**config.mk**
```make
export PLATFORM = sky130hd
export DESIGN_NAME = ack_poll_seq
export DESIGN_NICKNAME = d
export VERILOG_FILES = /design/src/rtl/ack_poll_pkg.sv /design/src/rtl/ack_poll_ctr.sv /design/src/rtl/ack_poll_cmd_mux.sv /design/src/rtl/ack_poll_seq.sv
export SDC_FILE = /design/constraint.sdc
export NUM_CORES = 1
export LEC_CHECK = 0
export BUFFER_PORTS_ARGS = -buffer_cell sky130_fd_sc_hd__buf_2
export CAP_MARGIN = 20
export CORE_MARGIN = 2
export CORE_UTILIZATION = 54
export CTS_CLUSTER_SIZE = 20
export DETAILED_ROUTE_END_ITERATION = 6
export GPL_TIMING_DRIVEN = 0
export PLACE_DENSITY_LB_ADDON = 0.12
export SETUP_SLACK_MARGIN = 0.3
export SYNTH_ARGS = -nofsm -noshare
export SYNTH_HDL_FRONTEND = slang
export SYNTH_SLANG_ARGS = --single-unit
```
**constraint.sdc**
```tcl
create_clock -name clk_i -period 2.6 [get_ports clk_i]
set_input_delay 0.26 -clock clk_i [delete_from_list [all_inputs] [get_ports clk_i]]
set_output_delay 0.26 -clock clk_i [all_outputs]
set_load 0.01 [all_outputs]
```
**src/rtl/ack_poll_pkg.sv**
```systemverilog
package ack_poll_pkg;
  typedef enum logic [1:0] {
    CMD_START   = 2'd0,
    CMD_WRITE   = 2'd1,
    CMD_STOP    = 2'd2,
    CMD_RESTART = 2'd3
  } cmd_e;

  typedef enum logic [1:0] {
    OP_NONE  = 2'd0,
    OP_WRITE = 2'd1,
    OP_READ  = 2'd2,
    OP_NONE2 = 2'd3
  } op_e;

  typedef enum logic [2:0] {
    S_IDLE,
    S_START,
    S_SEL,
    S_RETRY_STOP,
    S_ADDR,
    S_RESTART,
    S_END_STOP,
    S_TO_STOP
  } state_e;
endpackage

```
**src/rtl/ack_poll_ctr.sv**
```systemverilog
module ack_poll_ctr #(
  parameter int MAX_POLLS = 16,
  localparam int CNT_W = $clog2(MAX_POLLS + 1)
) (
  input  logic             clk_i,
  input  logic             rst_ni,
  input  logic             clr_i,
  input  logic             inc_i,
  output logic [CNT_W-1:0] cnt_o,
  output logic             last_o
);
  localparam logic [CNT_W-1:0] LastVal = CNT_W'(MAX_POLLS - 1);
  localparam logic [CNT_W-1:0] MaxVal  = CNT_W'(MAX_POLLS);

  logic [CNT_W-1:0] cnt_q;

  always_ff @(posedge clk_i or negedge rst_ni) begin
    if (!rst_ni)    cnt_q <= '0;
    else if (clr_i) cnt_q <= '0;
    else if (inc_i) cnt_q <= cnt_q + 1'b1;
  end

  // next increment reaches the limit
  assign last_o = (cnt_q == LastVal);
  assign cnt_o  = cnt_q;

  a_r8_cnt_bound: assert property (@(posedge clk_i) disable iff (!rst_ni)
    cnt_q <= MaxVal);
endmodule

```
**src/rtl/ack_poll_cmd_mux.sv**
```systemverilog
module ack_poll_cmd_mux
  import ack_poll_pkg::*;
#(
  parameter int DEV_W  = 7,
  parameter int ADDR_W = 8
) (
  input  state_e            state_i,
  input  logic [DEV_W-1:0]  dev_i,
  input  logic [ADDR_W-1:0] addr_i,
  output logic              valid_o,
  output cmd_e              cmd_o,
  output logic [7:0]        data_o
);
  always_comb begin
    valid_o = 1'b1;
    cmd_o   = CMD_STOP;
    data_o  = '0;
    unique case (state_i)
      S_START:   cmd_o = CMD_START;
      S_SEL: begin
        cmd_o  = CMD_WRITE;
        data_o = 8'({dev_i, 1'b0}); // write-mode select as busy probe
      end
      S_ADDR: begin
        cmd_o  = CMD_WRITE;
        data_o = 8'(addr_i);
      end
      S_RESTART: cmd_o = CMD_RESTART;
      S_RETRY_STOP, S_END_STOP, S_TO_STOP: cmd_o = CMD_STOP;
      default: valid_o = 1'b0;
    endcase
  end
endmodule

```
**src/rtl/ack_poll_seq.sv**
```systemverilog
module ack_poll_seq
  import ack_poll_pkg::*;
#(
  parameter int MAX_POLLS = 16,
  parameter int DEV_W     = 7,
  parameter int ADDR_W    = 8,
  localparam int CNT_W    = $clog2(MAX_POLLS + 1)
) (
  input  logic              clk_i,
  input  logic              rst_ni,
  input  logic              go_i,
  input  logic [DEV_W-1:0]  dev_addr_i,
  input  logic [ADDR_W-1:0] byte_addr_i,
  input  logic [1:0]        next_op_i,
  output logic              cmd_valid_o,
  output logic [1:0]        cmd_o,
  output logic [7:0]        cmd_data_o,
  input  logic              cmd_done_i,
  input  logic              cmd_ack_i,
  output logic              busy_o,
  output logic              done_o,
  output logic              timeout_o,
  output logic [CNT_W-1:0]  poll_cnt_o
);
  state_e            state_q, state_d;
  logic [DEV_W-1:0]  dev_q;
  logic [ADDR_W-1:0] addr_q;
  op_e               op_q;
  logic              done_q, to_q;
  logic              start_run, ctr_inc, ctr_last;
  logic              finish_ok, finish_to;
  cmd_e              cmd_w;

  assign start_run = go_i && (state_q == S_IDLE);
  assign ctr_inc   = (state_q == S_SEL) && cmd_done_i;

  ack_poll_ctr #(.MAX_POLLS(MAX_POLLS)) u_ctr (
    .clk_i, .rst_ni,
    .clr_i (start_run),
    .inc_i (ctr_inc),
    .cnt_o (poll_cnt_o),
    .last_o(ctr_last)
  );

  ack_poll_cmd_mux #(.DEV_W(DEV_W), .ADDR_W(ADDR_W)) u_mux (
    .state_i(state_q),
    .dev_i  (dev_q),
    .addr_i (addr_q),
    .valid_o(cmd_valid_o),
    .cmd_o  (cmd_w),
    .data_o (cmd_data_o)
  );
  assign cmd_o = cmd_w;

  always_comb begin
    state_d   = state_q;
    finish_ok = 1'b0;
    finish_to = 1'b0;
    unique case (state_q)
      S_IDLE:       if (go_i) state_d = S_START;
      S_START:      if (cmd_done_i) state_d = S_SEL;
      S_SEL: if (cmd_done_i) begin
        if (cmd_ack_i) begin
          if (op_q == OP_WRITE || op_q == OP_READ) state_d = S_ADDR;
          else                                     state_d = S_END_STOP;
        end else begin
          state_d = ctr_last ? S_TO_STOP : S_RETRY_STOP;
        end
      end
      S_RETRY_STOP: if (cmd_done_i) state_d = S_START;
      S_ADDR: if (cmd_done_i) begin
        if (op_q == OP_READ) state_d = S_RESTART;
        else begin
          state_d   = S_IDLE;
          finish_ok = 1'b1;
        end
      end
      S_RESTART, S_END_STOP: if (cmd_done_i) begin
        state_d   = S_IDLE;
        finish_ok = 1'b1;
      end
      S_TO_STOP: if (cmd_done_i) begin
        state_d   = S_IDLE;
        finish_to = 1'b1;
      end
      default: state_d = S_IDLE;
    endcase
  end

  always_ff @(posedge clk_i or negedge rst_ni) begin
    if (!rst_ni) begin
      state_q <= S_IDLE;
      dev_q   <= '0;
      addr_q  <= '0;
      op_q    <= OP_NONE;
      done_q  <= 1'b0;
      to_q    <= 1'b0;
    end else begin
      state_q <= state_d;
      done_q  <= finish_ok;
      to_q    <= finish_to;
      if (start_run) begin
        dev_q  <= dev_addr_i;
        addr_q <= byte_addr_i;
        op_q   <= op_e'(next_op_i);
      end
    end
  end

  assign busy_o    = (state_q != S_IDLE);
  assign done_o    = done_q;
  assign timeout_o = to_q;

  a_r10_cmd_hold: assert property (@(posedge clk_i) disable iff (!rst_ni)
    cmd_valid_o && !cmd_done_i |=> cmd_valid_o && $stable(cmd_o) && $stable(cmd_data_o));
  a_r7_done_pulse: assert property (@(posedge clk_i) disable iff (!rst_ni)
    done_o |=> !done_o);
  a_r8_excl: assert property (@(posedge clk_i) disable iff (!rst_ni)
    !(done_o && timeout_o));
  a_r8_to_idle: assert property (@(posedge clk_i) disable iff (!rst_ni)
    timeout_o |-> !busy_o && poll_cnt_o == CNT_W'(MAX_POLLS));
  a_r1_idle_quiet: assert property (@(posedge clk_i) disable iff (!rst_ni)
    !busy_o |-> !cmd_valid_o);
  a_r9_operands_held: assert property (@(posedge clk_i) disable iff (!rst_ni)
    busy_o && $past(busy_o) |-> $stable(dev_q) && $stable(addr_q) && $stable(op_q));
endmodule

```
==> results.json, run 1 <==
{
  "status": "finished clean",
  "max_freq_ghz": 0.5186,
  "cts_setup_buffers": 0,
  "holdCritPathClass": "input pin to flop",
  "synth_edf_count": 0,
  "cts_buffers": 3,
  "setup_tns_ps": 0,
  "drt_wl_total_um": 2627,
  "ys_seq_area_frac": 0.5037,
  "pre_cts_ws_ps": 1035,
  "die-width_um": 53.84,
  "start_util": 0.5566,
  "vias_per_cell": 5.219,
  "route.detailed.drc": 0,
  "worstReg2RegStart": "state_q[1]$_DFFE_PN0P_",
  "cts_root_buf": "clkbuf_4",
  "finalHoldViolCount": 0,
  "layout_commonest_cell": "buf_2",
  "power_density_nw_per_um2": 1080,
  "slew_violations": 0,
  "maxCapViolations": 0,
  "antenna_cells": 0,
  "rr_worst_depth": 3,
  "dr_total_vias": 1002,
  "path_clk_slew_ps": 160,
  "crit_fanout": 8,
  "critical_path_class": "flop to output port",
  "mappedNetlistArea_um2": 1341,
  "async_reset_ff_frac": 1.000,
  "worst_slack_ps": 671.7,
  "synthCells": 117,
  "clock_sinks": 27,
  "hpwl_um": 1982,
  "setup-violations-final": 0,
  "final_cell_mix": "buf_2, dfrtp_1, mux2_2",
  "avgRoutedWirePerCell_um": 13.68,
  "slew_headroom": 0.6031,
  "finalInstanceArea_um2": 1619,
  "clockBufferDepth": 2,
  "fin_worst_hold_slack_ps": 132.8,
  "synthFlopType": "dfrtp_1",
  "startpoint": "state_q[2]$_DFFE_PN0P_",
  "period_share": 0.7417,
  "place.gp.congestion": 0.8047,
  "drtIter0Drc": 9,
  "worstPathRequired_ps": 2340,
  "die_height_um": 53.84,
  "dieArea_um2": 2899,
  "nets": 188,
  "ys_seq_elements": 27,
  "rrSetupSlack_ps": 1070,
  "htree_num_levels": 1,
  "p_leak_nw": 0.8142,
  "endpoint_kind": "output port",
  "drive_above_1_share": 0.4321,
  "io_buffers": 40,
  "post-route-min-period_ps": 1928,
  "layout-area-overhead-vs-synth_pct": 20.71,
  "ioPinCount": 41,
  "endpoint": "cmd_data_o[3]",
  "rsz0062_at_grt": "no",
  "placed_cell_area_um2": 1579,
  "tightestPinTransition_ps": 595.4,
  "grt_pass1_vias": 959,
  "core_area_um2": 2410,
  "grt_max_degree": 28,
  "finalPower_mw": 1.749,
  "clock_skew_ps": 11.18,
  "clk_latency_ps": 330,
  "tritoncts": "yes",
  "start_kind": "flop",
  "synth_cell_type_count": 30,
  "row_count": 18,
  "r2r_end": "op_q[1]$_DFFE_PN0P_",
  "antenna_found_initial": 0,
  "grt_usage": 0.1941,
  "synth_nets": 142,
  "avgSynthCellArea_um2": 11.46,
  "grt_first_pass_wirelength_um": 4043,
  "max-vdd-ir-drop_v": 0.0006833,
  "drt_pass1_iterations": 3,
  "arrival_ps": 1670,
  "yosys_warnings": 0,
  "ant_nets": 0,
  "grt_overflow": 0
}
==> per-stage QoR <==
step / cells / utilization
floorplan: 117 / -
global placement: 187 / 0.6552
detailed placement: 187 / 0.6552
CTS: 192 / 0.6719
global route: 192 / 0.6719
finish: 192 / 0.6719
==> metal layers <==
layer  wire length [µm]  GRT usage  part of all wire
met5                  0          0                 0
met4                 15    0.07692            0.0057
met3                154    0.05000             0.059
met2               1277     0.3415              0.49
met1               1179     0.2228              0.45
==> where the power goes <==
| group | total (mW) | internal [mW] | leakage, nW | switching, mW |
|---|---|---|---|---|
| combinational | 0.850 | 0.436 | 0.465 | 0.413 |
| sequential | 0.712 | 0.593 | 0.335 | 0.119 |
| clock | 0.187 | 0.0588 | 0.0139 | 0.128 |
==> cell usage after synthesis (3+ instances only) <==
cell type / number / share of area
dfrtp_1: 27 / 0.50
mux2_2: 17 / 0.14
nor2_1: 12 / 0.034
a22oi_1: 7 / 0.039
buf_2: 5 / 0.019
nand2_1: 5 / 0.014
a21oi_1: 4 / 0.015
nand2b_1: 4 / 0.019
nor2b_1: 4 / 0.019
ha_1: 3 / 0.028
inv_1: 3 / 0.0084
o21ai_0: 3 / 0.011
==> worst max-delay path, stage by stage (launching register included) <==
cell      delay (ps)
dfrtp_1          500
nor2b_1          160
clkbuf_1         310
a22oi_1          120
nor2_1           120
buf_2            140
==> worst min-delay path by stage <==
| stage | cells past startpoint | endpoint | startpoint |
|---|---|---|---|
| 2_1_floorplan | 0 | addr_q[0]$_DFFE_PN0P_ | rst_ni |
| 3_3_place_gp | 1 | timeout_o$_DFF_PN0_ | rst_ni |
| 3_5_place_dp | 1 | op_q[1]$_DFFE_PN0P_ | rst_ni |
| 4_1_cts | 3 | op_q[0]$_DFFE_PN0P_ | next_op_i[0] |
| 5_1_grt | 2 | addr_q[4]$_DFFE_PN0P_ | byte_addr_i[4] |
| 6_report | 3 | op_q[0]$_DFFE_PN0P_ | next_op_i[0] |
==> area by class of cell <==
| cell class | instances | area, µm² |
|---|---|---|
| Inverter | 3 | 11.26 |
| Buffer | 8 | 51.30 |
| Clock buffer | 3 | 22.52 |
| Fill cell | 212 | 790.8 |
| Multi-Input combinational cell | 79 | 603.1 |
| Tap cell | 30 | 37.54 |
| Timing Repair Buffer | 41 | 210.2 |
| Sequential cell | 27 | 675.6 |
| Clock inverter | 1 | 7.507 |
==> what timing repair did <==
| action | 4_1_cts | 5_1_grt |
|---|---|---|
| setup endpoints to repair | 0 | 0 |
| gates resized for setup | 0 | 0 |
| hold buffers | 1 | 0 |
| hold endpoints to repair | 27 | 0 |
==> kinds of logic (layout without fill, tap and decap cells) <==
kind of cell	Yosys count	count (layout)	share of synthesized area
AO/OA/AOI/OAI	21	21	0.1082
AND/OR/NAND/NOR	35	35	0.1492
flip-flops	27	27	0.5037
multiplexers	19	19	0.1576
buffers and inverters	11	56	0.04663
adder cells (fa/ha/maj)	3	3	0.02799
XOR/XNOR	1	1	0.006531
==> state kept, by name (all words and copies together), names as in the netlist <==
name,flops
addr_q,8
op_q,2
state_q,3
u_ctr.cnt_o,5
done_o,1
dev_q,7
timeout_o,1
Power figures use the tool's default switching activity.
==> run 2: changes to the inputs <==
--- a/config.mk
+++ b/config.mk
@@ -8,7 +8,7 @@
 export BUFFER_PORTS_ARGS = -buffer_cell sky130_fd_sc_hd__buf_2
 export CAP_MARGIN = 20
 export CORE_MARGIN = 2
-export CORE_UTILIZATION = 54
+export CORE_UTILIZATION = 50
 export CTS_CLUSTER_SIZE = 20
 export DETAILED_ROUTE_END_ITERATION = 6
 export GPL_TIMING_DRIVEN = 0
==> constraint.sdc (replaced) <==
create_clock -name clk_i -period 1.85 [get_ports clk_i]
set_input_delay 0.185 -clock clk_i [delete_from_list [all_inputs] [get_ports clk_i]]
set_output_delay 0.185 -clock clk_i [all_outputs]
set_load 0.01 [all_outputs]
==> results.json, run 2 (synthesized netlist as in run 1, its figures left out) <==
{
  "top_register": "addr_q",
  "rrSetupSlack_ps": 240,
  "die-width_um": 55.80,
  "drt_pass1_iterations": 4,
  "core_area_um2": 2500,
  "final_cell_mix": "buf_2, dfrtp_1, mux2_2",
  "ioPinCount": 41,
  "clock_sinks": 27,
  "layout_commonest_cell": "buf_2",
  "place.gp.congestion": 0.6956,
  "gr-usage-met1": 0.2583,
  "finalHoldViolCount": 0,
  "tritoncts": "yes",
  "cp_num_cells": 5,
  "drtIter0Drc": 17,
  "rr_worst_depth": 5,
  "rsz0062_at_grt": "yes",
  "met3_usage": 0.02326,
  "period_share": 0.8931,
  "avgRoutedWirePerCell_um": 15.00,
  "path_cells": "nor2b_4, buf_6, a22oi_2, nor2_1, buf_2",
  "power_switching_mw": 1.097,
  "clock_skew_ps": 4.930,
  "critical_path.slowest_cell": "dfrtp_2",
  "layout-area-overhead-vs-synth_pct": 36.47,
  "cts_buffers": 3,
  "ant_nets": 0,
  "pwr-share-comb": 0.559,
  "p_leak_nw": 0.9099,
  "antenna_cells": 0,
  "tightestPinTransition_ps": 595.0,
  "post-route-min-period_ps": 1652,
  "grt_first_pass_wirelength_um": 4912,
  "arrival_ps": 1470,
  "grt_pass1_vias": 1089,
  "max_freq_ghz": 0.6052,
  "max-vdd-ir-drop_v": 0.0009767,
  "endpoint_kind": "output port",
  "antenna_found_initial": 0,
  "path_clk_slew_ps": 160,
  "cts_root_buf": "clkbuf_4",
  "status": "finished clean",
  "crit_family": "flip-flops",
  "dieArea_um2": 3113,
  "p_sw_frac": 0.3749,
  "busiest_layer": "met2",
  "vias_per_cell": 5.478,
  "multiInputGateArea_um2": 655.6,
  "grtUsageMet2": 0.3486,
  "holdCritPathClass": "input pin to flop",
  "setup_tns_ps": 0,
  "drt_wl_total_um": 3075,
  "nets": 201,
  "clk_latency_ps": 330,
  "largest_reg_flops": 8,
  "crit_buf_inv": 2,
  "critical_path_class": "flop to output port",
  "internal_power_mw": 1.829,
  "power_density_nw_per_um2": 1599,
  "instances_no_fill": 205,
  "die_height_um": 55.80,
  "slew_headroom": 0.6034,
  "clockBufferDepth": 2,
  "start_util": 0.5365,
  "regArea_um2": 678.2,
  "grt_overflow": 0,
  "start_kind": "flop",
  "grt_max_degree": 28,
  "seqPwrFrac": 0.351,
  "htree_num_levels": 1,
  "crit_fanout": 8,
  "slowest_delay_ps": 470,
  "fillCellCount": 195,
  "io_buffers": 40,
  "setup-violations-final": 0,
  "dr_total_vias": 1123,
  "worstPathRequired_ps": 1660,
  "dp.cells": 187,
  "grt_usage": 0.1983,
  "route.detailed.drc": 0,
  "pwr-share-clk": 0.091,
  "hpwl_um": 1967,
  "hold_depth": 3,
  "maxCapViolations": 0,
  "slew_violations": 0,
  "row_count": 18,
  "drive_above_1_share": 0.5486
}
==> run 2: cell types whose count changed in the layout (fill, tap and decap cells not counted), moves of 2 or more <==
cell / previous run / this run
nor2b_1: 4 / 2
buf_6: 2 / 6
dfrtp_2: 0 / 2
buf_2: 45 / 41
buf_4: 0 / 11
a22oi_1: 7 / 0
dfrtp_1: 27 / 25
buf_8: 0 / 2
a22oi_2: 0 / 7
==> run 2: area by class of cell <==
type                            instances  share of cell area
Inverter                                3            0.006152
Timing Repair Buffer                   54              0.1818
Buffer                                  8             0.04785
Tap cell                               30             0.02051
Sequential cell                        27              0.3705
Clock buffer                            3             0.01230
Clock inverter                          1            0.002734
Multi-Input combinational cell         79              0.3582
==> run 2: routing by layer <==
layer | share of wire | wire, µm | up-vias
met5 | 0 | 0 | -
met4 | 0.019 | 58 | 0
met3 | 0.054 | 166 | 8
met2 | 0.50 | 1539 | 36
met1 | 0.43 | 1310 | 547
li1 | - | - | 532
==> run 2: worst paths after layout <==
check / startpoint / end
hold / removal: next_op_i[0] / op_q[0]$_DFFE_PN0P_
max in group asynchronous: rst_ni / state_q[2]$_DFFE_PN0P_
min in group asynchronous: rst_ni / timeout_o$_DFF_PN0_
setup / recovery: state_q[1]$_DFFE_PN0P_ / cmd_data_o[6]
hold reg to reg: u_ctr.cnt_o[3]$_DFFE_PN0P_ / u_ctr.cnt_o[3]$_DFFE_PN0P_
setup reg to reg: state_q[2]$_DFFE_PN0P_ / addr_q[5]$_DFFE_PN0P_
==> run 2: power groups by stage <==
stage / clock, mW / combinational (mW) / sequential, mW
2_1_floorplan: 0 / 0.872 / 0.981
3_5_place_dp: 0 / 1.21 / 1.02
3_3_place_gp: 0 / 1.17 / 0.997
6_report: 0.266 / 1.63 / 1.03
5_1_grt: 0.292 / 1.78 / 1.06
4_1_cts: 0.258 / 1.45 / 1.01
==> run 2: worst register-to-register path, cell delays in order (launching register included) <==
cell	delay [ps]
dfrtp_2	470
buf_4	160
nor4b_4	250
buf_6	170
clkbuf_16	140
mux2_2	320
==> run 2: what timing repair did <==
action                                 4_1_cts  5_1_grt
setup buffers                                8        3
setup endpoints to repair                   13       31
hold buffers                                 1        0
endpoints found under the hold margin       27        0
pin swaps                                    8        7
resized for setup                           18       11
gates cloned                                 0        2
==> run 2: stage by stage <==
stage / setup slack [ps] / area, µm² / util / hold WS (ps) / power (mW)
finish: 197.8 / 1831 / 0.7322 / 53.81 / 2.926
global route: 131.5 / 1831 / 0.7322 / 50.34 / 3.134
CTS: 216.5 / 1740 / 0.6962 / 61.47 / 2.717
detailed placement: 322.8 / 1579 / 0.6316 / 225.5 / 2.228
global placement: 353.3 / 1579 / 0.6316 / 219.9 / 2.170
floorplan: 447.7 / 1341 / - / -110.6 / 1.853
==> run 3: changes to the inputs <==
--- a/config.mk
+++ b/config.mk
@@ -5,9 +5,10 @@
 export SDC_FILE = /design/constraint.sdc
 export NUM_CORES = 1
 export LEC_CHECK = 0
+export ABC_AREA = 1
 export BUFFER_PORTS_ARGS = -buffer_cell sky130_fd_sc_hd__buf_2
 export CAP_MARGIN = 20
-export CORE_MARGIN = 2
+export CORE_MARGIN = 3
 export CORE_UTILIZATION = 50
 export CTS_CLUSTER_SIZE = 20
 export DETAILED_ROUTE_END_ITERATION = 6
==> results.json, run 3 <==
{
  "layout-area-overhead-vs-synth_pct": 28.46,
  "slew_headroom": 0.6003,
  "layout_commonest_cell": "nand2_1",
  "avgRoutedWirePerCell_um": 12.64,
  "setup_tns_ps": 0,
  "clockBufferDepth": 2,
  "drt_wl_total_um": 3311,
  "seqPwrFrac": 0.385,
  "max_freq_ghz": 0.6011,
  "p_sw_frac": 0.4303,
  "placed_cell_area_um2": 1632,
  "critical_path.slowest_cell": "dfrtp_2",
  "ioPinCount": 41,
  "clock_sinks": 27,
  "crit_family": "flip-flops",
  "path_cells": "nor2_4, buf_6, buf_6, nand3_2, nand2_1, buf_2",
  "clock_skew_ps": 7.248,
  "row_count": 18,
  "startpoint": "state_q[1]$_DFFE_PN0P_",
  "avgSynthCellArea_um2": 7.831,
  "setup-violations-final": 0,
  "place.gp.congestion": 0.7784,
  "arrival_ps": 1480,
  "status": "finished clean",
  "core_area_um2": 2567,
  "power_switching_mw": 1.122,
  "grt_pass1_vias": 1328,
  "tightestPinTransition_ps": 599.6,
  "clk_latency_ps": 330,
  "hpwl_um": 2232,
  "async_reset_ff_frac": 1.000,
  "die_height_um": 58.80,
  "drtIter0Drc": 67,
  "cp_num_cells": 6,
  "top_register": "addr_q",
  "antenna_cells": 0,
  "nets": 258,
  "instances_no_fill": 262,
  "grt_first_pass_wirelength_um": 5602,
  "final_cell_mix": "nand2_1, buf_2, inv_1, dfrtp_1",
  "antenna_found_initial": 0,
  "yosysTopAreaCell": "dfrtp_1",
  "finalPower_mw": 2.607,
  "worst_slack_ps": 186.3,
  "finalInstanceArea_um2": 1790,
  "crit_fanout": 5,
  "dieArea_um2": 3457,
  "cts_root_buf": "clkbuf_4",
  "cts_buffers": 3,
  "pre_cts_ws_ps": 532.3,
  "mappedNetlistArea_um2": 1394,
  "netlist_top_cells_area": "dfrtp_1, nand2_1, nand3_1",
  "crit_buf_inv": 3,
  "grt_max_degree": 28,
  "power_density_nw_per_um2": 1456,
  "fin_util": 0.6974,
  "slew_violations": 0,
  "rr_worst_depth": 8,
  "min_from": "dev_addr_i[5]",
  "synthFlopType": "dfrtp_1",
  "yosys_warnings": 0,
  "grt_overflow": 0,
  "netlist_top_cells_count": "nand2_1, dfrtp_1, inv_1",
  "dr_total_vias": 1334,
  "pwr-share-comb": 0.515,
  "ys_seq_elements": 27,
  "yosysMostFrequentCell": "nand2_1",
  "hold_depth": 3,
  "die-width_um": 58.80,
  "fin_worst_hold_slack_ps": 70.03,
  "drt_pass1_iterations": 4,
  "finalHoldViolCount": 0,
  "io_buffers": 40,
  "start_util": 0.5429,
  "worstPathRequired_ps": 1660,
  "crit_path_frequent_cell": "buf_6",
  "rsz0062_at_grt": "yes",
  "largest_reg_flops": 8,
  "pwr-share-clk": 0.099,
  "yosysTopAreaCellShare": 0.4847,
  "vias_per_cell": 5.092,
  "critical_path_class": "flop to output port",
  "synth_edf_count": 0,
  "tritoncts": "yes",
  "endpoint_kind": "output port",
  "grt_usage": 0.2054,
  "ys_seq_area_frac": 0.4847,
  "max-vdd-ir-drop_v": 0.0009450,
  "dp.cells": 248,
  "route.detailed.drc": 0,
  "ant_nets": 0,
  "period_share": 0.8993,
  "drive_above_1_share": 0.3448,
  "internal_power_mw": 1.485,
  "p_leak_nw": 1.031,
  "synthCells": 178,
  "start_kind": "flop",
  "worstReg2RegStart": "state_q[1]$_DFFE_PN0P_",
  "synth_nets": 203,
  "slowest_delay_ps": 490,
  "maxCapViolations": 0,
  "path_clk_slew_ps": 150,
  "post-route-min-period_ps": 1664,
  "htree_num_levels": 1,
  "synth_cell_type_count": 22,
  "holdCritPathClass": "input pin to flop"
}
==> run 3: cell count changes in the layout (fill, tap and decap cells not counted), moves of 3 or more <==
cell      previous run  this run
nor2_1              11         6
nand2b_1             4         0
inv_1                3        24
buf_6                6         3
nor2_4               1         4
nand3_1              1        16
o21ai_1              0        16
mux2_2              17         0
inv_2                0         3
nand2_2              0         5
nand2_1              5        52
nand3_2              0         6
a22oi_2              7         0
==> run 3: path summary, 6_finish.rpt <==
path                                     endpoint  slack, ps
max in group asynchronous  state_q[2]$_DFFE_PN0P_       1050
hold / removal               dev_q[5]$_DFFE_PN0P_         70
min in group asynchronous     timeout_o$_DFF_PN0_        380
setup reg to reg           state_q[2]$_DFFE_PN0P_        500
setup / recovery                    cmd_data_o[6]        190
hold reg to reg             addr_q[1]$_DFFE_PN0P_        510
==> run 3: worst min-delay path, delay by kind of cell <==
| kind | cells | cell delay, ps |
|---|---|---|
| AO/OA/AOI/OAI | 1 | 60 |
| buffers and inverters | 2 | 130 |
==> run 3: logic make-up (layout without fill, tap and decap cells) <==
kind of cell	after synthesis	count (layout)	share of synthesized area
simple gates	92	92	0.2971
buf+inv	33	87	0.1014
flops	27	27	0.4847
compound gates	22	22	0.08349
fa+ha+maj	3	3	0.02693
xor+xnor	1	1	0.006285
==> run 3: repair_timing <==
item | CTS | global route
endpoints found under the hold margin | 27 | 0
setup buffers | 1 | 8
hold buffers | 1 | 0
pin swaps | 4 | 8
setup endpoints to repair | 10 | 11
gates resized for setup | 4 | 16
==> run 3: power by group through the flow <==
stage                     Clock, mW  Sequential, mW  Combinational, mW
after global placement            0           0.985               1.05
after floorplan                   0           0.973              0.749
final                         0.259            1.00               1.34
after detailed placement          0           0.996               1.08
after CTS                     0.265           0.991               1.10
after global routing          0.286            1.03               1.52
==> run 3: layout make-up <==
class                   instances  area, µm²
multi-input cells             118      614.3
repair buffers                 50      285.3
well taps                      30      37.54
inverters                      27      101.3
plain buffers                   6      46.29
fillers                       232      777.0
clock buffers                   4      26.28
flip-flops and latches         27      679.4
==> run 3: metal layers <==
| layer | global-route usage | vias up | part of all wire |
|---|---|---|---|
| met4 | 0.05825 | 0 | 0.012 |
| li1 | - | 668 | - |
| met3 | 0.02193 | 6 | 0.056 |
| met2 | 0.3675 | 37 | 0.50 |
| met5 | 0 | - | 0 |
| met1 | 0.2605 | 623 | 0.43 |
